<file path="src/rtl/cs_pkg.sv">
package cs_pkg;
  // live fields of the configuration word; reserved bits are not stored
  typedef struct packed {
    logic [7:0] sel;
    logic       par_en;
    logic       keep_row;
    logic       bank_sel;
    logic       wprot;
    logic [1:0] dev_size;
    logic [1:0] bus_w;
    logic [2:0] mtype;
    logic       en;
  } cs_cfg_t;

  parameter logic [2:0] MTYPE_SDRAM = 3'b000;

  function automatic logic [31:0] cfg_to_word(cs_cfg_t c);
    return {8'h00, c.sel, 4'h0, c.par_en, c.keep_row, c.bank_sel, c.wprot,
            c.dev_size, c.bus_w, c.mtype, c.en};
  endfunction

  function automatic cs_cfg_t word_to_cfg(logic [31:0] w);
    cs_cfg_t c;
    c.sel      = w[23:16];
    c.par_en   = w[11];
    c.keep_row = w[10];
    c.bank_sel = w[9];
    c.wprot    = w[8];
    c.dev_size = w[7:6];
    c.bus_w    = w[5:4];
    c.mtype    = w[3:1];
    c.en       = w[0];
    return c;
  endfunction
endpackage

</file>
<file path="src/rtl/cs_regfile.sv">
module cs_regfile
  import cs_pkg::*;
#(
  parameter int OFS_W = 8,
  parameter int DW = 32,
  parameter logic [OFS_W-1:0] CFG_OFS = 8'h28,
  parameter logic [OFS_W-1:0] TIM_OFS = 8'h2C
) (
  input  logic             clk,
  input  logic             rst_n,
  input  logic             cyc,
  input  logic             stb,
  input  logic             we,
  input  logic [OFS_W-1:0] adr,
  input  logic [DW-1:0]    dat_i,
  output logic [DW-1:0]    dat_o,
  output logic             ack,
  output cs_cfg_t          cfg_o,
  output logic [DW-1:0]    tim_o
);
  cs_cfg_t       cfg_q;
  logic [DW-1:0] tim_q;
  logic [DW-1:0] dat_q;
  logic          ack_q;
  logic          req;
  logic          hit_cfg, hit_tim;
  logic [DW-1:0] rdata;

  assign req     = cyc && stb && !ack_q;
  assign hit_cfg = (adr == CFG_OFS);
  assign hit_tim = (adr == TIM_OFS);

  always_comb begin
    rdata = '0;
    if (hit_cfg)      rdata = cfg_to_word(cfg_q);
    else if (hit_tim) rdata = tim_q;
  end

  always_ff @(posedge clk) begin
    if (!rst_n) begin
      cfg_q <= '0;
      tim_q <= '0;
      dat_q <= '0;
      ack_q <= 1'b0;
    end else begin
      ack_q <= req;
      if (req) begin
        dat_q <= we ? '0 : rdata;
        if (we && hit_cfg) cfg_q <= word_to_cfg(dat_i);
        if (we && hit_tim) tim_q <= dat_i;
      end
    end
  end

  assign dat_o = dat_q;
  assign ack   = ack_q;
  assign cfg_o = cfg_q;
  assign tim_o = tim_q;

  // acknowledge is a single-cycle pulse
  a_r5_ack_one_cycle: assert property (@(posedge clk) disable iff (!rst_n)
    ack_q |=> !ack_q);

  // acknowledge only follows a request
  a_r5_ack_after_req: assert property (@(posedge clk) disable iff (!rst_n)
    $rose(ack_q) |-> $past(cyc && stb));

  // unmapped write leaves both words unchanged
  a_r4_unmapped_stable: assert property (@(posedge clk) disable iff (!rst_n)
    (req && !hit_cfg && !hit_tim) |=> ($stable(cfg_q) && $stable(tim_q)));

  // unmapped read returns zero
  a_r4_unmapped_zero: assert property (@(posedge clk) disable iff (!rst_n)
    (req && !we && !hit_cfg && !hit_tim) |=> (dat_o == '0));
endmodule

</file>
<file path="src/rtl/cs_match.sv">
module cs_match #(
  parameter int AW = 32,
  parameter int SEL_LO = 21,
  parameter int SEL_W = 8
) (
  input  logic             en,
  input  logic [SEL_W-1:0] sel,
  input  logic [AW-1:0]    addr,
  output logic             hit
);
  localparam int SEL_HI = SEL_LO + SEL_W - 1;

  logic [SEL_W-1:0] slice;
  assign slice = addr[SEL_HI:SEL_LO];
  assign hit   = en && (slice == sel);

  // a hit always has enable set
  always_comb begin
    a_r6_hit_needs_en: assert (!hit || en);
  end
endmodule

</file>
<file path="src/rtl/cs_gate.sv">
module cs_gate (
  input  logic clk,
  input  logic rst_n,
  input  logic hit,
  input  logic wprot,
  input  logic acc_valid,
  input  logic acc_we,
  input  logic seq_ready,
  output logic seq_valid,
  output logic acc_ready,
  output logic acc_err
);
  logic blocked;
  logic fwd;
  logic err_q;

  assign blocked   = acc_valid && hit && acc_we && wprot;
  assign fwd       = acc_valid && hit && !(acc_we && wprot);
  assign seq_valid = fwd;
  assign acc_ready = blocked || (fwd && seq_ready);

  always_ff @(posedge clk) begin
    if (!rst_n) err_q <= 1'b0;
    else        err_q <= blocked;
  end
  assign acc_err = err_q;

  // a protected write never reaches the sequencer
  a_r9_no_protected_fwd: assert property (@(posedge clk) disable iff (!rst_n)
    (acc_valid && acc_we && wprot) |-> !seq_valid);

  // the error pulse follows an accepted write attempt
  a_r9_err_after_write: assert property (@(posedge clk) disable iff (!rst_n)
    acc_err |-> $past(acc_valid && acc_we && acc_ready));

  // a miss is neither forwarded nor accepted
  a_r10_miss_quiet: assert property (@(posedge clk) disable iff (!rst_n)
    !hit |-> (!seq_valid && !acc_ready));
endmodule

</file>
<file path="src/rtl/cs_decoder.sv">
module cs_decoder
  import cs_pkg::*;
#(
  parameter int AW = 32,
  parameter int DW = 32,
  parameter int OFS_W = 8,
  parameter int SEL_LO = 21,
  parameter int SEL_W = 8,
  parameter logic [OFS_W-1:0] CFG_OFS = 8'h28,
  parameter logic [OFS_W-1:0] TIM_OFS = 8'h2C
) (
  input  logic             clk,
  input  logic             rst_n,
  input  logic             wb_cyc,
  input  logic             wb_stb,
  input  logic             wb_we,
  input  logic [OFS_W-1:0] wb_adr,
  input  logic [DW-1:0]    wb_dat_i,
  output logic [DW-1:0]    wb_dat_o,
  output logic             wb_ack,
  input  logic             acc_valid,
  input  logic             acc_we,
  input  logic [AW-1:0]    acc_addr,
  output logic             acc_ready,
  output logic             acc_err,
  output logic             seq_valid,
  input  logic             seq_ready,
  output logic             cs_hit,
  output logic [2:0]       mem_type,
  output logic             mem_is_sdram,
  output logic [1:0]       bus_width,
  output logic [1:0]       dev_size,
  output logic             keep_row_open,
  output logic             bank_sel,
  output logic             parity_en,
  output logic [DW-1:0]    timing_word
);
  cs_cfg_t cfg;
  logic    hit;

  cs_regfile #(.OFS_W(OFS_W), .DW(DW), .CFG_OFS(CFG_OFS), .TIM_OFS(TIM_OFS)) u_regs (
    .clk(clk), .rst_n(rst_n), .cyc(wb_cyc), .stb(wb_stb), .we(wb_we),
    .adr(wb_adr), .dat_i(wb_dat_i), .dat_o(wb_dat_o), .ack(wb_ack),
    .cfg_o(cfg), .tim_o(timing_word)
  );

  cs_match #(.AW(AW), .SEL_LO(SEL_LO), .SEL_W(SEL_W)) u_match (
    .en(cfg.en), .sel(cfg.sel), .addr(acc_addr), .hit(hit)
  );

  cs_gate u_gate (
    .clk(clk), .rst_n(rst_n), .hit(hit), .wprot(cfg.wprot),
    .acc_valid(acc_valid), .acc_we(acc_we), .seq_ready(seq_ready),
    .seq_valid(seq_valid), .acc_ready(acc_ready), .acc_err(acc_err)
  );

  assign cs_hit        = hit;
  assign mem_type      = cfg.mtype;
  assign mem_is_sdram  = (cfg.mtype == MTYPE_SDRAM);
  assign bus_width     = cfg.bus_w;
  assign dev_size      = cfg.dev_size;
  assign keep_row_open = cfg.keep_row;
  assign bank_sel      = cfg.bank_sel;
  assign parity_en     = cfg.par_en;

  // nothing decodes in the first cycle after reset
  a_r1_no_hit_after_reset: assert property (@(posedge clk)
    $rose(rst_n) |-> !cs_hit);
endmodule

</file>
<file path="config.mk">
export PLATFORM = sky130hd
export DESIGN_NAME = cs_decoder
export DESIGN_NICKNAME = d
export VERILOG_FILES = /design/src/rtl/cs_pkg.sv /design/src/rtl/cs_regfile.sv /design/src/rtl/cs_match.sv /design/src/rtl/cs_gate.sv /design/src/rtl/cs_decoder.sv
export SDC_FILE = /design/constraint.sdc
export NUM_CORES = 1
export LEC_CHECK = 0
export ABC_CLOCK_PERIOD_IN_PS = 4550
export BUFFER_PORTS_ARGS = -buffer_cell sky130_fd_sc_hd__buf_2
export CORE_ASPECT_RATIO = 1.2
export CORE_MARGIN = 10
export CORE_UTILIZATION = 50
export CTS_CLUSTER_SIZE = 14
export DETAILED_ROUTE_END_ITERATION = 10
export HOLD_SLACK_MARGIN = 0.02
export PLACE_DENSITY = 0.84
export SLEW_MARGIN = 40
export SYNTH_ARGS = -nofsm -noshare
export SYNTH_HDL_FRONTEND = slang
export SYNTH_SLANG_ARGS = --single-unit
</file>
<file path="constraint.sdc">
create_clock -name clk -period 4.55 [get_ports clk]
set_input_delay 0.2275 -clock clk [delete_from_list [all_inputs] [get_ports clk]]
set_output_delay 0.2275 -clock clk [all_outputs]
set_load 0.05 [all_outputs]
</file>
# == After elaboration in Yosys (flattened, before gate mapping) ==
# Index checks and enable logic that the tools add are counted.
# Widths: inputs -> output; s select.
# word_totals
register_bits,86
inputBits,80
out_inout_bits,80
word_cells,36
# classes
n_eq_ne,3
mux,3
n_reduce_logical,17
# op_table
cell,count
$mux 32,3
$eq 8x6->1 const B,2
$logic_and 1x1->1,11
$eq 8x8->1,1
$reduce_and 2->1,2
$logic_not 3->1,1
$logic_not 1->1,2
$logic_or 1x1->1,1

# == Longest topological paths before layout ==
# depth
depth_word,6
depth_mapped,7
mapped_depth_nobuf,4

# == Cells and area by module ==
# A second synthesis with hierarchy kept.
# hier_totals
cells_unflattened,395
hier_area_um2,3693.5
# modules_own_cells
mod,n_inst,cells_per_inst,area_each_um2,seq_area_each_um2
cs_regfile,1,374,3538.4,1701.6
cs_match,1,12,95.1,0.0
cs_gate,1,8,50.0,20.0
cs_decoder,1,1,10.0,0.0

# == Worst setup path before layout ==
# Ideal clock, no wire load.
# synth_path
kind,register to output
startpoint,register u_regs.cfg_q (netlist bit u_regs.cfg_o[13])
endpoint,output seq_valid
t_arrival_ps,1850
required_time_ps,4323
setup_slack_ps,2473
path_stages_with_launch,5
path_buffers,0
path_cell_list,dfxtp_1 -> xnor2_1 -> nand2_1 -> or4_1 -> a21oi_1
# synth_between
elab_chain_cells,4
# synth_lines
element,line,source
from (decl),cs_regfile.sv:21,cs_cfg_t cfg_q;
from (signal assigned),cs_regfile.sv:49,if (we && hit_cfg) cfg_q <= word_to_cfg(dat_i);
$eq 8x8->1,cs_match.sv:15,assign hit = en && (slice == sel);
$logic_and 1x1->1,cs_match.sv:15,
$logic_and 1x1->1 (2 in series),cs_gate.sv:18,assign fwd = acc_valid && hit && !(acc_we && wprot);
to (decl),cs_decoder.sv:26,"output logic seq_valid,"
# No other way between the ends.

# == Worst setup path after layout ==
# layout_path
startpoint,register u_regs.cfg_q (netlist bit u_regs.cfg_o[18])
endpoint,output seq_valid
# Same word-level chain as after synthesis.

==> impl_metrics.xml <==
<?xml version="1.0" encoding="UTF-8"?>
<metrics>
  <group name="route">
    <metric name="drt_iter0_drc" unit="">125</metric>
    <metric name="route.detailed.vias_per_inst" unit="">5.25</metric>
    <metric name="postRouteWirelength" unit="um">9040</metric>
    <metric name="drc" unit="">0</metric>
    <metric name="num_vias" unit="">2984</metric>
    <metric name="drtAntennaViolNets" unit="">0</metric>
    <metric name="wire_per_inst" unit="um">15.9</metric>
    <metric name="drt_pre_antenna_iters" unit="">4</metric>
  </group>
  <group name="synthesis">
    <metric name="post_synthesis_compound_gate_area_fraction" unit="%">16.7</metric>
    <metric name="main_combinational_cell_family_by_area_after_synthesis" unit="">simple AND/OR/NAND/NOR gates</metric>
    <metric name="synth_sequential_area_ratio" unit="%">48.4</metric>
    <metric name="synthXorXnorAreaFrac" unit="%">1.97</metric>
    <metric name="synth_edf_count" unit="">0</metric>
    <metric name="syn-cell-area" unit="um2">3560</metric>
    <metric name="synthDominantCellAreaShare" unit="%">48.4</metric>
    <metric name="postSynthCellCount" unit="">366</metric>
    <metric name="synth_nets" unit="">446</metric>
    <metric name="synth.cells.most_frequent" unit="">86 x sky130_fd_sc_hd__dfxtp_1, 54 x sky130_fd_sc_hd__nand2_1, 39 x sky130_fd_sc_hd__o21ai_0, 32 x sky130_fd_sc_hd__o21ai_2, 28 x sky130_fd_sc_hd__nand3_2</metric>
    <metric name="synth.most_common_cell" unit="">sky130_fd_sc_hd__dfxtp_1</metric>
    <metric name="ys_warn_count" unit="">0</metric>
    <metric name="asyncSetResetFlopFracSynth" unit="%">0</metric>
    <metric name="synth_seq_cells" unit="">86</metric>
    <metric name="synth.lib_cells_used.distinct" unit="">28</metric>
    <metric name="post_synth_mux_area_share" unit="%">5.63</metric>
    <metric name="ranking_of_synthesized_cells_by_area" unit="">sky130_fd_sc_hd__dfxtp_1 48%, sky130_fd_sc_hd__nand3_2 7.9%, sky130_fd_sc_hd__o21ai_2 7.9%, sky130_fd_sc_hd__nand2_1 5.7%, sky130_fd_sc_hd__mux2i_1 5.6%</metric>
    <metric name="post_synth_and_or_nand_nor_area_fraction" unit="%">20.7</metric>
    <metric name="syn_avg_cell_area" unit="um2">9.72</metric>
    <metric name="area_share_of_fa_ha_maj_cells_after_synthesis" unit="%">0</metric>
    <metric name="main_flop_type_after_synthesis" unit="">sky130_fd_sc_hd__dfxtp_1</metric>
    <metric name="synthDominantAreaCellType" unit="">sky130_fd_sc_hd__dfxtp_1</metric>
  </group>
  <group name="flow_run">
    <metric name="drv.max_cap_violation_count" unit="">0</metric>
  </group>
  <group name="pwr">
    <metric name="vdd_drop_max" unit="uV">178</metric>
    <metric name="power.leakage" unit="uW">0.00195</metric>
    <metric name="power-per-cell-area" unit="nW/um2">317</metric>
  </group>
  <group name="timing">
    <metric name="setup_violations" unit="">0</metric>
    <metric name="period_needed" unit="ns">2.13</metric>
    <metric name="grt_setup_unrepaired" unit="">false</metric>
    <metric name="final_max_tran_viols" unit="">0</metric>
    <metric name="timing.setup.tns" unit="ns">0</metric>
    <metric name="hold_viol_final" unit="">0</metric>
    <metric name="worst-slew-pin-transition" unit="ns">0.745</metric>
    <metric name="timing.final.ws_setup" unit="ns">2.42</metric>
    <metric name="final_min_period_over_clock_period" unit="%">46.7</metric>
    <metric name="skew" unit="ns">0.0117</metric>
    <metric name="slew-limit-headroom" unit="%">50.4</metric>
    <metric name="timing.fmax" unit="MHz">470</metric>
  </group>
  <group name="global_route">
    <metric name="wire_length_of_the_first_global_routing_pass" unit="um">14800</metric>
    <metric name="first_global_vias" unit="">2945</metric>
    <metric name="globalRoute.totalOverflow" unit="">0</metric>
    <metric name="grt.total_usage" unit="%">16.2</metric>
    <metric name="grt_start_max_net_pins" unit="">88</metric>
    <metric name="grt_antenna_before_repair" unit="">0</metric>
  </group>
  <group name="cells_and_area">
    <metric name="flow.area_growth_from_synthesis" unit="%">22.7</metric>
    <metric name="multi_input_area" unit="um2">1610</metric>
    <metric name="fraction_of_final_layout_cells_sized_beyond_drive_strength_1" unit="%">44.9</metric>
    <metric name="n_fill_cell" unit="">592</metric>
    <metric name="regArea" unit="um2">1720</metric>
    <metric name="antenna-diode-count" unit="">0</metric>
    <metric name="finish.instance_area" unit="um2">4360</metric>
    <metric name="design.final.nets" unit="">557</metric>
  </group>
  <group name="placed_design">
    <metric name="place_hpwl" unit="um">6560</metric>
    <metric name="finalWeightedCongestion" unit="">0.777</metric>
    <metric name="place_area" unit="um2">4160</metric>
    <metric name="place_ws" unit="ns">2.28</metric>
    <metric name="io_buffers" unit="">135</metric>
  </group>
  <group name="worst_setup_path">
    <metric name="critical_path.startpoint_type" unit="">flip-flop</metric>
    <metric name="worstPathRequired" unit="ns">4.32</metric>
    <metric name="worst-r2r-setup-slack" unit="ns">2.52</metric>
    <metric name="worstSetupPathType" unit="">reg2out</metric>
    <metric name="crit_arrival" unit="ns">1.90</metric>
    <metric name="worstSetupEndpointType" unit="">output pin</metric>
    <metric name="worstPathMaxFanout" unit="">3</metric>
  </group>
  <group name="clocking">
    <metric name="cts_tree" unit="">built</metric>
    <metric name="ctsRootBufferMaster" unit="">sky130_fd_sc_hd__clkbuf_8</metric>
    <metric name="post_cts_hold_buffer_count" unit="">0</metric>
    <metric name="post_cts.repair.setup_buffers" unit="">0</metric>
    <metric name="tritoncts.num_buffers" unit="">9</metric>
    <metric name="cts_repair_resize_count" unit="">0</metric>
    <metric name="clk_path_buf_depth" unit="">2</metric>
    <metric name="cts_htree_levels" unit="">3</metric>
    <metric name="cts_num_sinks" unit="">86</metric>
    <metric name="clkTransAtPathRegs" unit="ns">0.08</metric>
    <metric name="clk-insertion-delay-late" unit="ns">0.34</metric>
  </group>
  <group name="floorplan">
    <metric name="io_pins" unit="">160</metric>
    <metric name="die_w" unit="um">97.0</metric>
    <metric name="design.core.area" unit="um2">6900</metric>
    <metric name="die_height" unit="um">112</metric>
    <metric name="num_rows" unit="">33</metric>
    <metric name="die_area" unit="um2">10900</metric>
    <metric name="floorplan.initialDensity" unit="%">51.6</metric>
  </group>
  <group name="run_status">
    <metric name="run_status" unit="">finished clean</metric>
  </group>
  <group name="worst_hold_path">
    <metric name="hold_path_class" unit="">in2reg</metric>
  </group>
</metrics>
cell type report:
type,instances,share of cell area [%]
clock buffer,10,2.93
clock inverter,5,1.72
inverter,2,0.172
multi-input combinational,240,36.8
sequential,86,39.5
tap,87,2.49
timing repair buffer,138,16.4
path summary, 6_finish.rpt:
check / start / end / cells after the start
max: u_regs.cfg_o[18] / seq_valid / 5
max reg2reg: u_regs.ack / u_regs.tim_o[0] / 5
min reg2reg: u_regs.dat_o[0] / u_regs.dat_o[0] / 2
min: wb_dat_i[29] / u_regs.tim_o[29] / 3
cells in the final DEF, fill, tap and decap left out, types with 8 or more instances in the layout:
master	synthesis	routed
sky130_fd_sc_hd__dfxtp_1	86	86
sky130_fd_sc_hd__o21ai_0	39	39
sky130_fd_sc_hd__a22o_1	12	12
sky130_fd_sc_hd__buf_2	3	134
sky130_fd_sc_hd__nand2_1	54	54
sky130_fd_sc_hd__nand3_2	28	28
sky130_fd_sc_hd__clkbuf_8	0	9
sky130_fd_sc_hd__mux2i_1	20	20
sky130_fd_sc_hd__nand3_1	26	26
sky130_fd_sc_hd__o21ai_2	32	32
sky130_fd_sc_hd__xnor2_1	8	8
routing by layer:
layer  wire length (um)  global-route usage, %  up-vias  part of all wire (%)
met1               3700                   18.7     1365                    41
met2               4450                   27.1      110                    49
met3                699                   4.48       14                   7.7
li1                   -                      -     1495                     -
met4                193                   7.78        0                   2.1
met5                  0                      0        -                     0
logic make-up (layout without fill, tap and decap cells):
group | Yosys count | in the layout
and+or+nand+nor | 126 | 126
AOI/OAI and AO/OA | 86 | 86
xor gates and xnor gates | 8 | 8
buffers and inverters | 40 | 155
muxes | 20 | 20
DFF | 86 | 86
sequential cells by signal, summed over array words and instances (netlist names):
name,count
u_regs.dat_o,32
u_gate.acc_err,1
u_regs.cfg_o,20
u_regs.ack,1
u_regs.tim_o,32
report_power, final:
group	total [uW]	leakage [uW]	internal, uW	switching, uW
logic	76.8	0.00115	30.2	46.6
clock network	553	0.000106	304	250
registers	753	0.000692	752	0.283
worst max-delay path, cell delays in order (launching register included):
cell and delay, ns:
sky130_fd_sc_hd__dfxtp_1 0.39, sky130_fd_sc_hd__xnor2_1 0.13, sky130_fd_sc_hd__nand3_1 0.11, sky130_fd_sc_hd__or4_1 0.52, sky130_fd_sc_hd__a21oi_1 0.13, sky130_fd_sc_hd__buf_2 0.27
through the flow:
stage                     instances  power (uW)  utilization [%]  hold WS (ns)
after floorplan                 366         815                -         0.367
after global placement          552         845             60.0         0.430
after detailed placement        553         847             60.3         0.437
after CTS                       568        1400             63.3         0.104
after global routing            568        1440             63.3         0.112
final                           568        1380             63.3         0.119
Note: power is estimated with default switching activity, not from simulation.
